### config.mk
export PLATFORM = sky130hd
export DESIGN_NAME = sbus_core
export DESIGN_NICKNAME = d
export VERILOG_FILES = /design/src/rtl/sbus_pkg.sv /design/src/rtl/sbus_stepper.sv /design/src/rtl/sbus_decoder.sv /design/src/rtl/sbus_datapath.sv /design/src/rtl/sbus_core.sv
export SDC_FILE = /design/constraint.sdc
export NUM_CORES = 1
export LEC_CHECK = 0
export ABC_AREA = 1
export BUFFER_PORTS_ARGS = -buffer_cell sky130_fd_sc_hd__buf_2
export CAP_MARGIN = 0
export CORE_ASPECT_RATIO = 0.8
export CORE_UTILIZATION = 44
export DETAILED_ROUTE_END_ITERATION = 12
export SLEW_MARGIN = 20
export SYNTH_ARGS = -nofsm -noshare
export SYNTH_HDL_FRONTEND = slang
export SYNTH_HIERARCHICAL = 1
export SYNTH_SLANG_ARGS = --single-unit
### constraint.sdc
create_clock -name clk -period 6.4 [get_ports clk]
set_input_delay 0.32 -clock clk [delete_from_list [all_inputs] [get_ports clk]]
set_output_delay 0.32 -clock clk [all_outputs]
set_load 0.02 [all_outputs]
### src/rtl/sbus_pkg.sv
package sbus_pkg;

    localparam int DATA_W   = 16;
    localparam int FIELD_W  = 4;
    localparam int STEP_W   = 3;
    localparam int PC_STEP  = 4;
    localparam int OP_RR    = 1;
    localparam int OP_IND   = 2;

    typedef enum logic [2:0] {
        SRC_NONE = 3'd0,
        SRC_PC   = 3'd1,
        SRC_Z    = 3'd2,
        SRC_MDR  = 3'd3,
        SRC_RA   = 3'd4,
        SRC_RB   = 3'd5
    } bus_src_e;

    typedef enum logic {
        ALU_PASS = 1'b0,
        ALU_ADD  = 1'b1
    } alu_fn_e;

    typedef struct packed {
        bus_src_e src;
        logic     pc_in;
        logic     mar_in;
        logic     y_in;
        logic     z_in;
        logic     ir_in;
        logic     rf_in;
        logic     sel_four;
        alu_fn_e  alu;
        logic     rd;
        logic     wmfc;
        logic     fin;
    } ctl_t;

    function automatic ctl_t ctl_idle();
        ctl_t c;
        c.src      = SRC_NONE;
        c.pc_in    = 1'b0;
        c.mar_in   = 1'b0;
        c.y_in     = 1'b0;
        c.z_in     = 1'b0;
        c.ir_in    = 1'b0;
        c.rf_in    = 1'b0;
        c.sel_four = 1'b0;
        c.alu      = ALU_PASS;
        c.rd       = 1'b0;
        c.wmfc     = 1'b0;
        c.fin      = 1'b0;
        return c;
    endfunction

endpackage

### src/rtl/sbus_stepper.sv
module sbus_stepper #(
    parameter int STEP_W = sbus_pkg::STEP_W
) (
    input  logic              clk,
    input  logic              rst,
    input  logic              fin,
    input  logic              wmfc,
    input  logic              mem_done,
    output logic [STEP_W-1:0] step
);

    localparam logic [STEP_W-1:0] FIRST = STEP_W'(1);

    logic stall;

    assign stall = wmfc && !mem_done;

    always_ff @(posedge clk) begin
        if (rst) begin
            step <= FIRST;
        end else if (fin) begin
            step <= FIRST;
        end else if (!stall) begin
            step <= step + STEP_W'(1);
        end
    end

endmodule

### src/rtl/sbus_decoder.sv
module sbus_decoder
    import sbus_pkg::*;
#(
    parameter int STEP_W  = sbus_pkg::STEP_W,
    parameter int FIELD_W = sbus_pkg::FIELD_W
) (
    input  logic [STEP_W-1:0]  step,
    input  logic [FIELD_W-1:0] opcode,
    output ctl_t               ctl
);

    localparam logic [FIELD_W-1:0] OPC_RR  = FIELD_W'(OP_RR);
    localparam logic [FIELD_W-1:0] OPC_IND = FIELD_W'(OP_IND);

    logic is_rr;
    logic is_ind;

    assign is_rr  = (opcode == OPC_RR);
    assign is_ind = (opcode == OPC_IND);

    always_comb begin
        ctl = ctl_idle();
        case (step)
            STEP_W'(1): begin
                ctl.src      = SRC_PC;
                ctl.mar_in   = 1'b1;
                ctl.rd       = 1'b1;
                ctl.sel_four = 1'b1;
                ctl.alu      = ALU_ADD;
                ctl.z_in     = 1'b1;
            end
            STEP_W'(2): begin
                ctl.src   = SRC_Z;
                ctl.pc_in = 1'b1;
                ctl.y_in  = 1'b1;
                ctl.wmfc  = 1'b1;
            end
            STEP_W'(3): begin
                ctl.src   = SRC_MDR;
                ctl.ir_in = 1'b1;
            end
            STEP_W'(4): begin
                if (is_rr) begin
                    ctl.src  = SRC_RA;
                    ctl.y_in = 1'b1;
                end else if (is_ind) begin
                    ctl.src    = SRC_RA;
                    ctl.mar_in = 1'b1;
                    ctl.rd     = 1'b1;
                end else begin
                    ctl.fin = 1'b1;
                end
            end
            STEP_W'(5): begin
                if (is_rr) begin
                    ctl.src  = SRC_RB;
                    ctl.alu  = ALU_ADD;
                    ctl.z_in = 1'b1;
                end else if (is_ind) begin
                    ctl.src  = SRC_RB;
                    ctl.y_in = 1'b1;
                    ctl.wmfc = 1'b1;
                end else begin
                    ctl.fin = 1'b1;
                end
            end
            STEP_W'(6): begin
                if (is_rr) begin
                    ctl.src   = SRC_Z;
                    ctl.rf_in = 1'b1;
                    ctl.fin   = 1'b1;
                end else if (is_ind) begin
                    ctl.src  = SRC_MDR;
                    ctl.alu  = ALU_ADD;
                    ctl.z_in = 1'b1;
                end else begin
                    ctl.fin = 1'b1;
                end
            end
            STEP_W'(7): begin
                if (is_ind) begin
                    ctl.src   = SRC_Z;
                    ctl.rf_in = 1'b1;
                end
                ctl.fin = 1'b1;
            end
            default: begin
                ctl.fin = 1'b1;
            end
        endcase
    end

endmodule

### src/rtl/sbus_datapath.sv
module sbus_datapath
    import sbus_pkg::*;
#(
    parameter int DW      = sbus_pkg::DATA_W,
    parameter int FIELD_W = sbus_pkg::FIELD_W
) (
    input  logic               clk,
    input  logic               rst,
    input  ctl_t               ctl,
    input  logic [DW-1:0]      mem_rdata,
    input  logic               mem_done,
    output logic [FIELD_W-1:0] opcode,
    output logic [DW-1:0]      pc,
    output logic [DW-1:0]      mar,
    output logic               mem_rd,
    output logic [FIELD_W-1:0] dst_idx,
    output logic [DW-1:0]      bus
);

    localparam int NREG  = 1 << FIELD_W;
    localparam int OP_HI = 4 * FIELD_W - 1;
    localparam int RD_HI = 3 * FIELD_W - 1;
    localparam int RA_HI = 2 * FIELD_W - 1;
    localparam int RB_HI = FIELD_W - 1;

    logic [DW-1:0]      ir;
    logic [DW-1:0]      mdr;
    logic [DW-1:0]      y_q;
    logic [DW-1:0]      z_q;
    logic [DW-1:0]      rf [NREG];
    logic [FIELD_W-1:0] ra_idx;
    logic [FIELD_W-1:0] rb_idx;
    logic [DW-1:0]      alu_b;
    logic [DW-1:0]      alu_out;

    assign opcode  = ir[OP_HI -: FIELD_W];
    assign dst_idx = ir[RD_HI -: FIELD_W];
    assign ra_idx  = ir[RA_HI -: FIELD_W];
    assign rb_idx  = ir[RB_HI -: FIELD_W];

    always_comb begin
        case (ctl.src)
            SRC_PC:  bus = pc;
            SRC_Z:   bus = z_q;
            SRC_MDR: bus = mdr;
            SRC_RA:  bus = rf[ra_idx];
            SRC_RB:  bus = rf[rb_idx];
            default: bus = '0;
        endcase
    end

    assign alu_b   = ctl.sel_four ? DW'(PC_STEP) : y_q;
    assign alu_out = (ctl.alu == ALU_ADD) ? (bus + alu_b) : bus;

    always_ff @(posedge clk) begin
        if (rst) begin
            pc     <= '0;
            ir     <= '0;
            mar    <= '0;
            mdr    <= '0;
            y_q    <= '0;
            z_q    <= '0;
            mem_rd <= 1'b0;
        end else begin
            mem_rd <= ctl.rd;
            if (ctl.pc_in)  pc  <= bus;
            if (ctl.ir_in)  ir  <= bus;
            if (ctl.mar_in) mar <= bus;
            if (ctl.y_in)   y_q <= bus;
            if (ctl.z_in)   z_q <= alu_out;
            if (mem_done)   mdr <= mem_rdata;
        end
    end

    always_ff @(posedge clk) begin
        if (rst) begin
            for (int i = 0; i < NREG; i++) begin
                rf[i] <= DW'(i);
            end
        end else if (ctl.rf_in) begin
            rf[dst_idx] <= bus;
        end
    end

endmodule

### src/rtl/sbus_core.sv
module sbus_core
    import sbus_pkg::*;
#(
    parameter int DW      = sbus_pkg::DATA_W,
    parameter int FIELD_W = sbus_pkg::FIELD_W,
    parameter int STEP_W  = sbus_pkg::STEP_W
) (
    input  logic               clk,
    input  logic               rst,
    output logic               mem_rd,
    output logic [DW-1:0]      mem_addr,
    input  logic [DW-1:0]      mem_rdata,
    input  logic               mem_done,
    output logic [DW-1:0]      pc_o,
    output logic [STEP_W-1:0]  step_o,
    output logic               end_o,
    output logic               rf_we,
    output logic [FIELD_W-1:0] rf_widx,
    output logic [DW-1:0]      rf_wdata
);

    ctl_t               ctl;
    logic [FIELD_W-1:0] opcode;
    logic [FIELD_W-1:0] dst_idx;
    logic [DW-1:0]      bus;
    logic [STEP_W-1:0]  step;

    sbus_stepper #(.STEP_W(STEP_W)) u_step (
        .clk      (clk),
        .rst      (rst),
        .fin      (ctl.fin),
        .wmfc     (ctl.wmfc),
        .mem_done (mem_done),
        .step     (step)
    );

    sbus_decoder #(.STEP_W(STEP_W), .FIELD_W(FIELD_W)) u_dec (
        .step   (step),
        .opcode (opcode),
        .ctl    (ctl)
    );

    sbus_datapath #(.DW(DW), .FIELD_W(FIELD_W)) u_dp (
        .clk       (clk),
        .rst       (rst),
        .ctl       (ctl),
        .mem_rdata (mem_rdata),
        .mem_done  (mem_done),
        .opcode    (opcode),
        .pc        (pc_o),
        .mar       (mem_addr),
        .mem_rd    (mem_rd),
        .dst_idx   (dst_idx),
        .bus       (bus)
    );

    assign step_o   = step;
    assign end_o    = ctl.fin;
    assign rf_we    = ctl.rf_in;
    assign rf_widx  = dst_idx;
    assign rf_wdata = bus;

endmodule

Word level (Yosys, flattened, before mapping)
Memories as Yosys holds them, arrays and structs flattened. A register that Yosys moved wholly into a read port is not among the register bits.
Cells that the tools add are included.
{"block": "totals", "n_memories": 1, "word_cells": 68, "ramBits": 256, "inputBits": 19, "register_bits": 100, "output_inout_bits": 58}
{"block": "op_classes", "mux": 38, "reduce_logical": 5, "eq_ne": 14, "n_addsub": 2}
{"memory": "u_dp.rf", "depth": 16, "word_bits": 16, "read_ports": 2, "rd_ports_with_merged_regs": 2, "wr": 16, "line_no": "sbus_datapath.sv:30", "source": "logic [DW-1:0] rf [NREG];"}
{"op": "case mux 16 bit (5 select lines)", "n": 1}
{"op": "two-way mux 16 bit", "n": 2}
{"op": "case mux 3 bit (7 select lines)", "n": 1}
{"op": "two-way mux 4 bit", "n": 5}
{"op": "equality test 3 bit (second input constant)", "n": 6}
{"op": "adder 16 bit", "n": 1}
{"op": "OR reduction 16 bit", "n": 1}
{"op": "two-way mux 1 bit", "n": 15}
{"op": "two-way mux 3 bit", "n": 5}
{"op": "equality test 3 x 2 -> 1 bit (second input constant)", "n": 4}
{"op": "equality test 3 x 1 -> 1 bit (second input constant)", "n": 2}
{"op": "two-way mux 2 bit", "n": 3}
{"op": "case mux 1 bit (2 select lines)", "n": 3}
{"op": "case mux 1 bit (3 select lines)", "n": 2}
{"op": "equality test 4 x 1 -> 1 bit (second input constant)", "n": 1}
{"op": "equality test 4 x 2 -> 1 bit (second input constant)", "n": 1}
{"op": "case mux 1 bit (4 select lines)", "n": 1}
{"op": "adder 3 x 1 -> 3 bit (second input constant)", "n": 1}
{"op": "OR reduction 3 bit", "n": 1}
{"op": "OR reduction 2 bit", "n": 1}
{"op": "logical AND 1 bit", "n": 1}
{"op": "logical NOT 1 bit", "n": 1}

Logic depth before layout (Yosys ltp)
{"block": "depth", "word_depth": 8, "ltp_mapped": 30, "mapped_depth_nobuf": 28}

Modules after synthesis
The synthesis kept the hierarchy.
{"mod": "sbus_datapath", "cells_each": 2597, "instances": 1, "area_each_um2": 20405.8}
{"mod": "sbus_decoder", "cells_each": 52, "instances": 1, "area_each_um2": 261.5}
{"mod": "sbus_stepper", "cells_each": 19, "instances": 1, "area_each_um2": 143.9}

Worst setup path after synthesis
No wires, ideal clock.
{"block": "synth_timing", "path_kind": "reg2reg", "startpoint": "register u_step.step[0]", "endpoint": "register u_dp.z_q[15]", "path_stages_with_launch": 26, "arrival_ps": 3463, "path_slack_ps": 2828, "setup_time_ps": 109, "period_less_slack_ps": 3572, "cell_sequence": "dfxtp_1 inv_2 nand3_2 nor2_1 nor2_1 nand2_1 nand3_1 inv_1 buf_2 a22o_1 a21oi_1 nand3_4 buf_6 ha_1 inv_1 nor3_1 and2_1 nand2_1 nand3_1 nand2_1 nor2_1 inv_1 nand2_1 nand3_1 nand2_1 inv_1"}
{"item": "from (decl)", "line_no": "sbus_stepper.sv:9", "source": "output logic [STEP_W-1:0] step"}
{"item": "from (signal assigned)", "line_no": "sbus_stepper.sv:24", "source": "step <= step + STEP_W'(1);"}
{"item": "to (signal assigned)", "line_no": "sbus_datapath.sv:70", "source": "if (ctl.z_in) z_q <= alu_out;"}
{"item": "to (decl)", "line_no": "sbus_datapath.sv:29", "source": "logic [DW-1:0] z_q;"}

==> results by group <==
Run status
  • Run status: complete, no violations

Global route
  • Global route total overflow: 0
  • Initial antenna violation count: 2
  • All-Layer GR Usage: 29.6%
  • Maximum number of pins on one net before global-route repair: 152
  • Number of global-route vias before repair: 17,200
  • First-pass GRT wire length: 107,000 um

Place
  • Weighted congestion at the end of routability-driven global placement: 0.966
  • Setup WS pre-CTS: 2100 ps
  • Port bufs: 76
  • Half-perimeter wire length of the detailed placement result: 47,800 um

STA
  • Worst slew margin relative to its limit: 21.3%
  • Max-slew violations: 0
  • # setup viols final: 0
  • Setup repair after global routing missed its margin: false
  • Final critical-path setup slack: 1990 ps
  • Crit path time final: 4410 ps
  • Slew of the pin with the lowest slew margin: 1180 ps
  • Largest clock skew in the final design: 31.6 ps
  • Portion of the clock cycle consumed by the worst path in the final layout: 68.8%
  • Setup_tns: 0 ps
  • Final Hold Violating Endpoints: 0
  • Highest achievable clock rate: 0.227 GHz

Critical path
  • Max FO, Critical Path: 17
  • Crit Reg-Reg Endpoint: u_dp/z_q[14]
  • Worst path arrival time: 4890 ps
  • Length in cells of the worst reg-to-reg path: 23
  • Critical Path End Type: flip-flop
  • Slack of the worst reg-to-reg path: 1990 ps
  • Reg-to-reg startpoint: u_step/step[0]
  • Startpoint class of the critical path: flip-flop
  • Setup CP Type: flip-flop to flip-flop
  • Data required time of the critical path: 6880 ps

Die
  • Initial cell density of the core: 45.1%
  • Area of the core region: 0.0462 mm2
  • Horizontal extent of the die: 245 um
  • Area of the die: 0.0482 mm2
  • # rows: 70
  • Number of primary I/O pins: 77
  • DIE HEIGHT: 197 um

Clock network
  • Maximum root-to-sink buffer count: 3
  • Post-CTS clock slew at the launch and capture registers of the worst setup and hold paths: 60 ps
  • Buffer cell driving the clock tree root: sky130_fd_sc_hd__clkbuf_16
  • CTS tree: built
  • Worst-skew pair later-pin latency: 560 ps
  • Number of levels in the clock H-tree: 2
  • Number of clock sinks seen by CTS: 364
  • Clock buffer count from CTS: 40

Layout
  • Highest-count cells in the layout ignoring fill and taps: sky130_fd_sc_hd__nand2_1, sky130_fd_sc_hd__inv_1, sky130_fd_sc_hd__edfxtp_1, sky130_fd_sc_hd__nand3_1, sky130_fd_sc_hd__a21oi_1
  • Number of nets in the layout: 2,687
  • Share of layout cells above drive strength 1: 11.0%
  • Area taken by multi-input logic gates: 0.00828 mm2
  • Number of diodes: 0
  • Number of filler cells placed in the layout: 4,489
  • Commonest non-fill, non-tap cell in the layout: sky130_fd_sc_hd__nand2_1
  • Area used by sequential logic in the layout: 0.00986 mm2
  • Finished Core Util: 49.3%
  • Area delta synth->final: 9.29%

Hold path
  • Startpoint of the most critical hold path: mem_rdata[4]
  • End point of the worst hold path: u_dp/mdr[4]
  • Number of stages on the worst hold path: 3
  • Worst min path class: input pin to flip-flop

Route
  • Routed Antenna Nets: 0
  • Routed wire length: 71,400 um
  • Number of vias per cell after detailed routing: 5.57
  • Vias: 18,300
  • DRC violations left: 0
  • WL per Instance: 21.7 um
  • Drt pass-1 iters: 8
  • Number of DRC markers in iteration 0: 2,209

Run
  • Max-Cap Viols: 0

Logic synthesis
  • Total of flip-flops plus latches after synthesis: 364
  • Number of distinct library cells after synthesis: 41
  • Yosys warning count: 6
  • Synthesized Nets: 2,704
  • Number of standard cells after synthesis: 2,668
  • Mean instance size in the synthesized netlist: 7.80 um2
  • Sequential fraction of the synthesis area: 47.3%
  • Total standard cell area after synthesis: 0.0208 mm2

Power
  • P per Cell Area: 411 mW/mm2
  • Pleak: 10.5 nW
  • Max rail drop VDD: 0.000420 V
==> where the power goes <==
part           total (mW)  leakage, nW  switching, mW  internal (mW)
registers            3.06         3.42          0.269           2.79
logic                3.98         6.50           2.91           1.06
clock network        2.31        0.629          0.958           1.35
==> flip-flops by register name (all words and copies together) (netlist names), named ones only <==
signal,cells
u_dp/y_q,16
u_dp/mar,16
u_dp/pc,16
u_dp/mdr,16
u_dp/rf,256
u_step/step,3
u_dp/ir,16
u_dp/z_q,16
u_dp/mem_rd,1
==> worst max-delay path by stage <==
stage	start	endpoint	slack, ps	depth (start not counted)
3_3_place_gp	u_step/step[0]	u_dp/z_q[14]	2110	23
5_1_grt	u_step/step[0]	u_dp/z_q[15]	1640	24
3_5_place_dp	u_step/step[0]	u_dp/z_q[14]	2100	23
6_report	u_step/step[0]	u_dp/z_q[14]	1990	23
2_1_floorplan	u_step/step[0]	u_dp/z_q[15]	2830	25
4_1_cts	u_step/step[0]	u_dp/z_q[14]	2060	23
==> cell families (layout without fill, tap and decap cells) <==
logic type	after synthesis	after routing	synth area share, %
AND/OR/NAND/NOR	1087	1087	22.9
flip-flops	364	364	47.3
AO/OA/AOI/OAI	544	544	15.1
adder cells (fa/ha/maj)	17	17	1.06
XOR/XNOR	5	5	0.210
buffers and inverters	651	660	13.4
==> timing repair <==
item                                    4_1_cts  5_1_grt
hold endpoints to repair                      9        0
setup buffers                                 0        0
resized for setup                             0        0
endpoints found under the setup margin        0        0
hold buffers                                  9        0
==> final cells by class <==
type	instances	area share [%]
sequential	364	43.4
inverter	469	7.74
timing repair buffer	123	3.54
clock buffer	51	4.77
clock inverter	17	0.820
tap	612	3.37
multi-input combinational	1653	36.4
==> cell usage after synthesis <==
cell	instances	area, um2
sky130_fd_sc_hd__or2_2	1	6.26
sky130_fd_sc_hd__nand3b_1	2	15.0
sky130_fd_sc_hd__o21a_1	2	15.0
sky130_fd_sc_hd__inv_2	30	113
sky130_fd_sc_hd__buf_1	5	18.8
sky130_fd_sc_hd__o211ai_1	118	886
sky130_fd_sc_hd__o21ai_1	19	95.1
sky130_fd_sc_hd__clkinv_1	2	7.51
sky130_fd_sc_hd__nand3_4	15	263
sky130_fd_sc_hd__xnor2_1	1	8.76
sky130_fd_sc_hd__nand4_1	17	106
sky130_fd_sc_hd__buf_2	79	395
sky130_fd_sc_hd__a21boi_0	1	7.51
sky130_fd_sc_hd__nor3_2	2	20.0
sky130_fd_sc_hd__nor3_1	3	15.0
sky130_fd_sc_hd__ha_1	16	200
sky130_fd_sc_hd__inv_1	437	1640
sky130_fd_sc_hd__a21oi_2	7	61.3
sky130_fd_sc_hd__buf_6	24	270
sky130_fd_sc_hd__o31ai_1	1	7.51
sky130_fd_sc_hd__nor2_1	154	578
sky130_fd_sc_hd__o211ai_2	4	50.1
sky130_fd_sc_hd__nand3_2	4	40.0
sky130_fd_sc_hd__nand3_1	240	1200
sky130_fd_sc_hd__dfxtp_1	108	2160
sky130_fd_sc_hd__a21oi_1	196	981
sky130_fd_sc_hd__o21ai_0	180	901
sky130_fd_sc_hd__clkbuf_1	55	206
sky130_fd_sc_hd__nand2_1	620	2330
sky130_fd_sc_hd__a21o_1	1	7.51
sky130_fd_sc_hd__a211oi_1	1	7.51
sky130_fd_sc_hd__a22o_1	13	114
sky130_fd_sc_hd__o21bai_1	1	7.51
sky130_fd_sc_hd__nor2_2	4	25.0
sky130_fd_sc_hd__and2_1	1	6.26
sky130_fd_sc_hd__fa_1	1	20.0
sky130_fd_sc_hd__edfxtp_1	256	7690
sky130_fd_sc_hd__nor2_4	2	22.5
sky130_fd_sc_hd__nand2_2	22	138
sky130_fd_sc_hd__buf_4	19	143
sky130_fd_sc_hd__xor2_1	4	35.0
==> stage by stage <==
step	hold slack [ps]	power, mW	area (um2)	instances
finish	20.9	9.34	22700	3289
global placement	454	6.95	21400	3212
detailed placement	458	6.98	21400	3212
floorplan	430	5.74	20800	2668
global route	24.6	9.81	22700	3289
CTS	0.0153	9.30	22700	3289
==> worst max-delay path: stages (launching register included) <==
cell and delay [ps]:
sky130_fd_sc_hd__dfxtp_1 500, sky130_fd_sc_hd__inv_2 130, sky130_fd_sc_hd__nand3_2 100, sky130_fd_sc_hd__nor2_1 60
sky130_fd_sc_hd__nor2_1 150, sky130_fd_sc_hd__nand2_1 190, sky130_fd_sc_hd__nor3_4 790, sky130_fd_sc_hd__nand2_1 250
sky130_fd_sc_hd__nand3_4 250, sky130_fd_sc_hd__inv_2 230, sky130_fd_sc_hd__fa_1 510, sky130_fd_sc_hd__inv_1 90
sky130_fd_sc_hd__nand3_1 70, sky130_fd_sc_hd__nand2_1 160, sky130_fd_sc_hd__nand2_1 70, sky130_fd_sc_hd__nand2_1 130
sky130_fd_sc_hd__nand3_1 150, sky130_fd_sc_hd__nand2_1 110, sky130_fd_sc_hd__nand2_1 50, sky130_fd_sc_hd__nand3_1 60
sky130_fd_sc_hd__nand2_1 50, sky130_fd_sc_hd__inv_1 60, sky130_fd_sc_hd__nand2_1 50, sky130_fd_sc_hd__a21oi_1 120
==> layer usage <==
metal	up-vias	global-route usage [%]	part of all wire [%]
met5	-	0	0.015
met3	132	5.87	9.8
met2	909	43.0	42
met1	8611	43.6	45
met4	2	10.1	3.1
li1	8661	-	-
Power figures use the tool's default switching activity.
